<file path="src/rtl/sar2b_seq.sv">
module sar2b_seq (
  input  logic        clk,
  input  logic        rst_n,
  input  logic        start,
  input  logic        vcmp,
  input  logic        tcmp,
  output logic        sample_en,
  output logic        out_reset,
  output logic [2:0]  tstrobe,
  output logic [11:0] node_drv,
  output logic [6:0]  result,
  output logic        done
);

  localparam logic [1:0] FLT = 2'b00;
  localparam logic [1:0] LO  = 2'b01;
  localparam logic [1:0] MID = 2'b10;
  localparam logic [1:0] HI  = 2'b11;

  logic [2:0] step;
  logic [6:0] bits;
  logic       mag;

  assign mag = ~(vcmp ^ tcmp);

  function automatic logic [1:0] lvl(input logic b);
    return b ? HI : LO;
  endfunction

  always_ff @(posedge clk or negedge rst_n) begin
    if (!rst_n) begin
      step   <= 3'd0;
      bits   <= '0;
      result <= '0;
      done   <= 1'b0;
    end else begin
      done <= (step == 3'd5);
      case (step)
        3'd0: if (start) step <= 3'd1;
        3'd1: step <= 3'd2;
        3'd2: begin bits[6] <= vcmp; step <= 3'd3; end
        3'd3: begin bits[5] <= vcmp; bits[4] <= mag; step <= 3'd4; end
        3'd4: begin bits[3] <= vcmp; bits[2] <= mag; step <= 3'd5; end
        3'd5: begin
          bits[1] <= vcmp;
          bits[0] <= mag;
          result  <= {bits[6:2], vcmp, mag};
          step    <= 3'd0;
        end
        default: step <= 3'd0;
      endcase
    end
  end

  assign sample_en = (step == 3'd1);
  assign out_reset = (step == 3'd1);
  assign tstrobe   = {step == 3'd5, step == 3'd4, step == 3'd3};

  always_comb begin
    node_drv = {6{MID}};
    case (step)
      3'd3: node_drv[1:0] = lvl(bits[6]);
      3'd4: begin
        node_drv[1:0] = FLT;
        node_drv[3:2] = lvl(bits[5]);
        node_drv[5:4] = lvl(bits[4]);
      end
      3'd5: begin
        node_drv[5:0] = {3{FLT}};
        node_drv[7:6] = lvl(bits[3]);
        node_drv[9:8] = lvl(bits[2]);
      end
      default: ;
    endcase
  end


  strobe_onehot_chk: assert property (@(posedge clk) disable iff (!rst_n)
    $onehot0(tstrobe));


  strobe_order_chk: assert property (@(posedge clk) disable iff (!rst_n)
    tstrobe[0] |=> tstrobe[1]);


  sample_single_chk: assert property (@(posedge clk) disable iff (!rst_n)
    sample_en |=> (!sample_en && tstrobe == 3'b000));


  done_pulse_chk: assert property (@(posedge clk) disable iff (!rst_n)
    done |=> !done);


  done_after_last_chk: assert property (@(posedge clk) disable iff (!rst_n)
    done |-> $past(tstrobe[2]));


  node_f_mid_chk: assert property (@(posedge clk) disable iff (!rst_n)
    tstrobe[2] |=> (node_drv == {6{MID}}));

endmodule

</file>
<file path="config.mk">
export PLATFORM = sky130hd
export DESIGN_NAME = sar2b_seq
export DESIGN_NICKNAME = d
export VERILOG_FILES = /design/src/rtl/sar2b_seq.sv
export SDC_FILE = /design/constraint.sdc
export NUM_CORES = 1
export LEC_CHECK = 0
export BUFFER_PORTS_ARGS = -buffer_cell sky130_fd_sc_hd__buf_2
export CORE_UTILIZATION = 30
export DETAILED_ROUTE_END_ITERATION = 8
export PLACE_DENSITY = 0.52
export SLEW_MARGIN = 10
export SYNTH_ARGS = -nofsm -noshare
export SYNTH_HDL_FRONTEND = slang
export SYNTH_SLANG_ARGS = --single-unit
</file>
<file path="constraint.sdc">
create_clock -name clk -period 2.4 [get_ports clk]
set_input_delay 0.24 -clock clk [delete_from_list [all_inputs] [get_ports clk]]
set_output_delay 0.24 -clock clk [all_outputs]
set_load 0.1 [all_outputs]
</file>
==> results of run 1 <==
[cell families (layout without fill, tap and decap cells)]
family                    count (synthesis)  after routing  synth area share
buffers and inverters                    15             36            0.1248
other                                     2              2          0.009364
muxes                                    12             12            0.1732
and+or+nand+nor                          11             11            0.1342
xor gates and xnor gates                  2              2           0.02184
DFF                                      16             16            0.4992
AOI/OAI and AO/OA                         5              5           0.03744
[metrics by stage]
stage	worst slack [ns]	std cells
final	0.4207	114
after global routing	0.3124	114
after CTS	0.3947	114
after detailed placement	0.7167	110
after global placement	0.7659	110
after floorplan	-0.08032	63
[critical path: cells and delay by family, from the launching register on]
| kind | cells | cell delay (ns) |
|---|---|---|
| simple gates | 2 | 0.36 |
| flops | 1 | 0.61 |
| buf+inv | 2 | 0.48 |
[per-layer routing]
metal  part of all wire  global-route usage
met1               0.45              0.1491
met3              0.065             0.05085
met5                  0                   0
met2               0.48              0.1399
met4                  0             0.02632
[cell usage after synthesis]
library cell  count
nor3b_4           1
inv_1             4
inv_4             1
o21a_1            1
mux2_4            1
nor2_1            1
nor2b_1           1
nor3b_1           2
buf_6             1
xnor2_1           2
nor3_1            1
nand2b_1          3
conb_1            2
a211oi_1          1
mux2_2           11
o21ai_0           3
nand3b_4          2
dfrtp_1          16
buf_4             9
[area by class of cell]
| type | count | area (um^2) | area share |
|---|---|---|---|
| inverters | 5 | 21.27 | 0.02279 |
| repair buffers | 28 | 145.1 | 0.1555 |
| well taps | 30 | 37.54 | 0.04021 |
| flip-flops and latches | 16 | 400.4 | 0.4290 |
| clock buffers | 3 | 22.52 | 0.02413 |
| multi-input cells | 32 | 306.5 | 0.3284 |
[how the worst max path moves through the flow]
| stage | startpoint | endpoint | slack [ns] | cells after the start |
|---|---|---|---|---|
| 3_3_place_gp | step[0] | tstrobe[2] | 0.77 | 3 |
| 5_1_grt | step[1] | node_drv[9] | 0.31 | 4 |
| 6_report | step[1] | node_drv[9] | 0.42 | 4 |
| 2_1_floorplan | step[2] | sample_en | -0.08 | 3 |
| 3_5_place_dp | step[1] | node_drv[9] | 0.72 | 4 |
| 4_1_cts | step[1] | node_drv[9] | 0.39 | 4 |
[sequential cells by signal, summed over array words and instances, names as in the netlist]
name,count
step,3
done,1
bits,5
result,7
[repair_timing]
item                      4_1_cts  5_1_grt
hold buffers                    1        0
hold endpoints to repair       16        0
buffers inserted                0        0
==> flow_metrics.env, run 1 <==
export IMPL_yosysTopAreaCellShare=0.4992
export IMPL_cp_cell_sequence="nand3b_4, inv_4, nand2b_1, buf_2"
export IMPL_cp_end_kind="output port"
export IMPL_hold_violations=0
export IMPL_rows=18
export IMPL_gp_congestion=0.6107
export IMPL_cp_max_fo=10
export IMPL_place_hpwl_um=984
export IMPL_setup_viol=0
export IMPL_nFillCells=258
export IMPL_io_buffers=27
export IMPL_ios=30
export IMPL_crit_type="reg -> out"
export IMPL_wl_per_cell_um=11.48
export IMPL_root_buffer="clkbuf_4"
export IMPL_skew_ns=0.004978
export IMPL_clk_path_buf_depth=2
export IMPL_layout_commonest_cell="buf_2"
export IMPL_hold_path_startpoint="vcmp"
export IMPL_diodes=0
export IMPL_antenna_found_initial=0
export IMPL_grt_ovfl_total=0
export IMPL_post_cts_resized=0
export IMPL_finalCritPeriodShare=0.8247
export IMPL_design_core_area_mm2=0.002500
export IMPL_drive_gt1_frac=0.5595
export IMPL_fin_crit_ns=1.979
export IMPL_min_path_cells=2
export IMPL_r2r_cells=3
export IMPL_synth_largest_area_cell="dfrtp_1"
export IMPL_cts_sinks=16
export IMPL_insertion_delay_ns=0.28
export IMPL_cts_made_buffers=3
export IMPL_placed_area_um2=900.9
export IMPL_cts_tree="yes"
export IMPL_drt_total_wl_um=1309
export IMPL_fin_util=0.3734
export IMPL_grt_pass1_wl_um=2076
export IMPL_min_to="bits[5]"
export IMPL_ys_seq_elements=16
export IMPL_timing_fmax_mhz=505.2
export IMPL_synth_cells=63
export IMPL_reg2reg_to="result[0]"
export IMPL_r2r_start="step[0]"
export IMPL_netlist_area_um2=802.0
export IMPL_min_path_type="in -> reg"
export IMPL_drt_pass1_iterations=2
export IMPL_grt_max_degree=17
export IMPL_final_antenna_net_count=0
export IMPL_ctsHtreeMaxLevel=1
export IMPL_viasPerCell=4.360
export IMPL_cpPeakStageDelay_ns=0.61
export IMPL_slowest_stage="dfrtp_1"
export IMPL_rrSetupSlack_ns=0.99
export IMPL_drt_iter0_drc=6
export IMPL_die_width_um=53.71
export IMPL_cp_required_ns=2.16
export IMPL_yosys_top_cells_area="dfrtp_1 (50%), mux2_2 (15%), buf_4 (8.4%)"
export IMPL_syn_to_final_growth_pct=16.38
export IMPL_syn_area_per_cell_um2=12.73
export IMPL_ys_seq_area_frac=0.4992
export IMPL_vias=497
export IMPL_setup_tns_ns=0
export IMPL_clk_pin_slew_ns=0.08
export IMPL_crit_arrival_ns=1.74
export IMPL_start_util=0.3208
export IMPL_drv_slew=0
export IMPL_drv_cap=0
export IMPL_grt_pass1_vias=433
export IMPL_grt_util_all_layers=0.1050
export IMPL_design_area_um2=933.4
export IMPL_mostFrequentLayoutCells="buf_2 (27), dfrtp_1 (16), mux2_2 (11)"
export IMPL_die_h_um=53.71
export IMPL_die_area_mm2=0.002884
export IMPL_status="completed"
export IMPL_final_nets=91
export IMPL_drcViolationCount=0
export IMPL_whs_ns=0.2697
export IMPL_yosysWarnings=0
export IMPL_synth_cell_types=19
export IMPL_rsz0062_at_grt="no"
export IMPL_synth_nets=68
export IMPL_start_kind="flop"
Power of run 1 is left out: the tool's default activity adds up to more than one toggle a clock period on the data nets, which glitch-free logic cannot reach.
==> run 2, diff against run 1 <==
- clock period: 2.4 -> 2 ns (I/O delays scaled with it)
==> run 2 against run 1 <==
  * Via count grew 0.60%
  * Non-clock buffer count is the same
  * Worst setup slack lost 0.33 ns
  * Critical path type unchanged
==> flow_metrics.env, run 2 (synthesis results as in run 1) <==
export IMPL_grt_ovfl_total=0
export IMPL_cp_max_fo=10
export IMPL_die_width_um=53.71
export IMPL_die_area_mm2=0.002884
export IMPL_rsz0062_at_grt="yes"
export IMPL_syn_to_final_growth_pct=19.66
export IMPL_root_buffer="clkbuf_4"
export IMPL_status="completed"
export IMPL_largest_reg_flops=7
export IMPL_grt_max_degree=17
export IMPL_clk_pin_slew_ns=0.10
export IMPL_rrSetupSlack_ns=0.58
export IMPL_cp_end_kind="output port"
export IMPL_setup_viol=0
export IMPL_min_path_type="in -> reg"
export IMPL_insertion_delay_ns=0.28
export IMPL_ios=30
export IMPL_diodes=0
export IMPL_r2r_start="step[2]"
export IMPL_timing_fmax_mhz=522.6
export IMPL_mostFrequentLayoutCells="buf_2 (27), dfrtp_1 (14), mux2_2 (11)"
export IMPL_place_hpwl_um=1004
export IMPL_crit_type="reg -> out"
export IMPL_gp_congestion=0.6419
export IMPL_antenna_found_initial=0
export IMPL_die_h_um=53.71
export IMPL_drt_iter0_drc=5
export IMPL_drive_gt1_frac=0.6000
export IMPL_drt_pass1_iterations=4
export IMPL_largest_register="result"
export IMPL_whs_ns=0.2226
export IMPL_finalCritPeriodShare=0.9568
export IMPL_drv_slew=0
export IMPL_layout_commonest_cell="buf_2"
export IMPL_crit_arrival_ns=1.71
export IMPL_final_antenna_net_count=0
export IMPL_cpPeakStageDelay_ns=0.60
export IMPL_drcViolationCount=0
export IMPL_cts_made_buffers=3
export IMPL_cts_sinks=16
export IMPL_reg_top3="result (7), bits (5), step (3)"
export IMPL_clk_path_buf_depth=2
export IMPL_rows=18
export IMPL_drt_total_wl_um=1350
export IMPL_min_to="step[0]"
export IMPL_skew_ns=0.005629
export IMPL_hold_violations=0
export IMPL_cts_setup_buffers=0
export IMPL_drv_cap=0
export IMPL_fin_crit_ns=1.914
export IMPL_nFillCells=257
export IMPL_io_buffers=27
export IMPL_hold_path_startpoint="start"
export IMPL_final_nets=91
export IMPL_wl_per_cell_um=11.74
export IMPL_dp_cells=110
export IMPL_r2r_cells=2
export IMPL_final_cells=115
export IMPL_grt_pass1_wl_um=2228
export IMPL_vias=500
export IMPL_ctsHtreeMaxLevel=1
export IMPL_start_kind="flop"
export IMPL_start_util=0.3208
export IMPL_viasPerCell=4.348
export IMPL_min_path_cells=3
export IMPL_setup_tns_ns=0
export IMPL_cts_tree="yes"
export IMPL_grt_util_all_layers=0.1129
export IMPL_grt_pass1_vias=458
export IMPL_cp_cell_sequence="nor3b_4, buf_2"
export IMPL_design_core_area_mm2=0.002500
export IMPL_slowest_stage="dfrtp_1"
export IMPL_reg2reg_to="bits[3]"
export IMPL_cp_required_ns=1.80
==> run 2: cell count changes in the layout (fill, tap and decap cells not counted) <==
cell      delta
nor3b_4      +1
o21ai_1      -1
dfrtp_1      -2
clkbuf_8     +1
o21ai_2      +1
nor3b_2      -1
dfrtp_2      +2
==> run 2: worst max-delay path, delay by kind of cell (launching register included) <==
kind | cells | cell delay (ns)
simple gates | 1 | 0.35
buf+inv | 1 | 0.48
flops | 1 | 0.60
==> run 2: area by class of cell <==
class | count | area [um^2] | area share
Clock buffer | 4 | 36.28 | 0.03781
Sequential cell | 16 | 402.9 | 0.4198
Timing Repair Buffer | 28 | 145.1 | 0.1512
Tap cell | 30 | 37.54 | 0.03911
Multi-Input combinational cell | 32 | 316.6 | 0.3299
Inverter | 5 | 21.27 | 0.02216
==> run 2: how the worst max path moves through the flow <==
stage / startpoint / to / slack (ns)
6_report: step[2] / node_drv[4] / 0.09
2_1_floorplan: step[0] / node_drv[4] / -0.08
4_1_cts: step[0] / tstrobe[2] / 0.0007
3_5_place_dp: step[1] / node_drv[9] / 0.32
3_3_place_gp: step[0] / node_drv[8] / 0.37
5_1_grt: step[2] / node_drv[4] / -0.03
==> run 2: per-layer routing <==
metal | track usage | vias up | wire (um)
li1 | - | 243 | -
met1 | 0.1517 | 243 | 615
met2 | 0.1584 | 12 | 660
met3 | 0.01695 | 2 | 54
met4 | 0.09211 | 0 | 19
met5 | 0 | - | 0
==> run 2: what timing repair did <==
item	in CTS	in global routing
hold buffers	1	0
hold endpoints to repair	16	0
gates resized for setup	1	1
cloned	0	0
endpoints found under the setup margin	2	7
==> run 2: metrics by stage <==
step | cell area [um^2] | utilization | setup slack [ns]
floorplan | 817.0 | - | -0.08183
global placement | 910.9 | 0.3644 | 0.3676
detailed placement | 910.9 | 0.3644 | 0.3221
CTS | 958.4 | 0.3834 | 0.0007075
global route | 959.7 | 0.3839 | -0.02611
finish | 959.7 | 0.3839 | 0.08632
Power of run 2 is left out for the same reason.
==> run 3, diff against run 2 <==
- CORE_MARGIN: unset -> 2
==> run 3 against run 2 <==
  * Clock skew is 0.00082 ns lower
  * First-iteration DRC count is 80% lower
  * Critical path depth stayed put
  * Count of clock-buffer cells in the layout stayed put
  * Maximum frequency is 1.4% lower
  * Global-route usage is 1.6 points lower
  * Register-to-register slack worse by 0.02 ns
  * Sequential share of layout area is 0.11 points lower
  * Critical path type unchanged
  * Critical endpoint is now tstrobe[1]
  * Highest routed layer unchanged
==> flow_metrics.env, run 3 (synthesis results as in run 1) <==
export IMPL_finalCritPeriodShare=0.9702
export IMPL_syn_to_final_growth_pct=19.97
export IMPL_final_nets=91
export IMPL_drt_pass1_iterations=3
export IMPL_timing_fmax_mhz=515.4
export IMPL_grt_util_all_layers=0.09659
export IMPL_wl_per_cell_um=11.66
export IMPL_largest_reg_flops=7
export IMPL_clk_pin_slew_ns=0.10
export IMPL_final_cells=115
export IMPL_design_core_area_mm2=0.002500
export IMPL_setup_slack_ns=0.05962
export IMPL_drcViolationCount=0
export IMPL_drv_cap=0
export IMPL_cts_sinks=16
export IMPL_clk_path_buf_depth=2
export IMPL_cp_cell_sequence="nor3b_4, buf_2"
export IMPL_root_buffer="clkbuf_4"
export IMPL_place_hpwl_um=982.9
export IMPL_die_area_mm2=0.003103
export IMPL_vias=491
export IMPL_r2r_cells=2
export IMPL_antenna_found_initial=0
export IMPL_gp_congestion=0.6991
export IMPL_diodes=0
export IMPL_cp_max_fo=10
export IMPL_ios=30
export IMPL_crit_arrival_ns=1.74
export IMPL_start_kind="flop"
export IMPL_setup_tns_ns=0
export IMPL_rsz0062_at_grt="yes"
export IMPL_skew_ns=0.004808
export IMPL_cp_end_kind="output port"
export IMPL_slowest_stage="dfrtp_1"
export IMPL_hold_violations=0
export IMPL_final_antenna_net_count=0
export IMPL_min_path_cells=2
export IMPL_drv_slew=0
export IMPL_fin_crit_ns=1.940
export IMPL_cts_setup_buffers=0
export IMPL_drive_gt1_frac=0.6000
export IMPL_drt_total_wl_um=1341
export IMPL_start_util=0.3208
export IMPL_post_place_ws_ns=0.3228
export IMPL_reg_top3="result (7), bits (5), step (3)"
export IMPL_die_h_um=55.71
export IMPL_grt_max_degree=17
export IMPL_crit_type="reg -> out"
export IMPL_rows=18
export IMPL_setup_viol=0
export IMPL_cts_made_buffers=3
export IMPL_die_width_um=55.71
export IMPL_cpPeakStageDelay_ns=0.60
export IMPL_status="completed"
export IMPL_insertion_delay_ns=0.28
export IMPL_grt_pass1_vias=481
export IMPL_grt_ovfl_total=0
export IMPL_dp_cells=110
export IMPL_min_path_type="in -> reg"
export IMPL_mostFrequentLayoutCells="buf_2 (26), dfrtp_1 (14), mux2_2 (11)"
export IMPL_io_buffers=27
export IMPL_grt_pass1_wl_um=2339
export IMPL_drt_iter0_drc=1
export IMPL_cp_required_ns=1.80
export IMPL_viasPerCell=4.270
export IMPL_largest_register="result"
export IMPL_cts_tree="yes"
export IMPL_ctsHtreeMaxLevel=1
export IMPL_layout_commonest_cell="buf_2"
run 3: timing repair:
action                                 4_1_cts  5_1_grt
hold buffers                                 1        0
setup endpoints to repair                    3        8
pin swaps                                    0        0
gates resized for setup                      1        2
endpoints found under the hold margin       16        0
run 3: final timing paths:
| kind | slack, ns | startpoint | to |
|---|---|---|---|
| min in group asynchronous | 0.35 | rst_n | bits[5] |
| max in group asynchronous | 1.37 | rst_n | step[0] |
| setup / recovery | 0.06 | step[2] | tstrobe[1] |
| setup reg to reg | 0.56 | step[2] | bits[2] |
| hold reg to reg | 0.51 | result[4] | result[4] |
| hold / removal | 0.23 | vcmp | bits[5] |
run 3: routing by layer:
| metal | up-vias | track usage | part of all wire |
|---|---|---|---|
| met5 | - | 0 | 0 |
| met4 | 0 | 0.06272 | 0.010 |
| met3 | 2 | 0.01628 | 0.045 |
| met2 | 12 | 0.1327 | 0.48 |
| met1 | 236 | 0.1379 | 0.46 |
| li1 | 241 | - | - |
run 3: final cells by class:
class                      count  area, um^2
clock buffer                   4       36.28
inverter                       5       21.27
sequential                    16       402.9
multi-input combinational     32       316.6
timing repair buffer          28       147.6
tap                           30       37.54
fill                         255        1538
run 3: worst max-delay path: cells and delay by family, from the launching register on:
kind          cells  cell delay [ns]
buf+inv           1             0.49
flops             1             0.60
simple gates      1             0.37
run 3: per-stage QoR:
stage	instance area [um^2]	hold WS [ns]	util
floorplan	817.0	-0.09559	-
global placement	910.9	0.1333	0.3644
detailed placement	910.9	0.1432	0.3644
CTS	958.4	0.2164	0.3834
global route	962.2	0.2332	0.3849
finish	962.2	0.2305	0.3849
Power of run 3 is left out for the same reason.
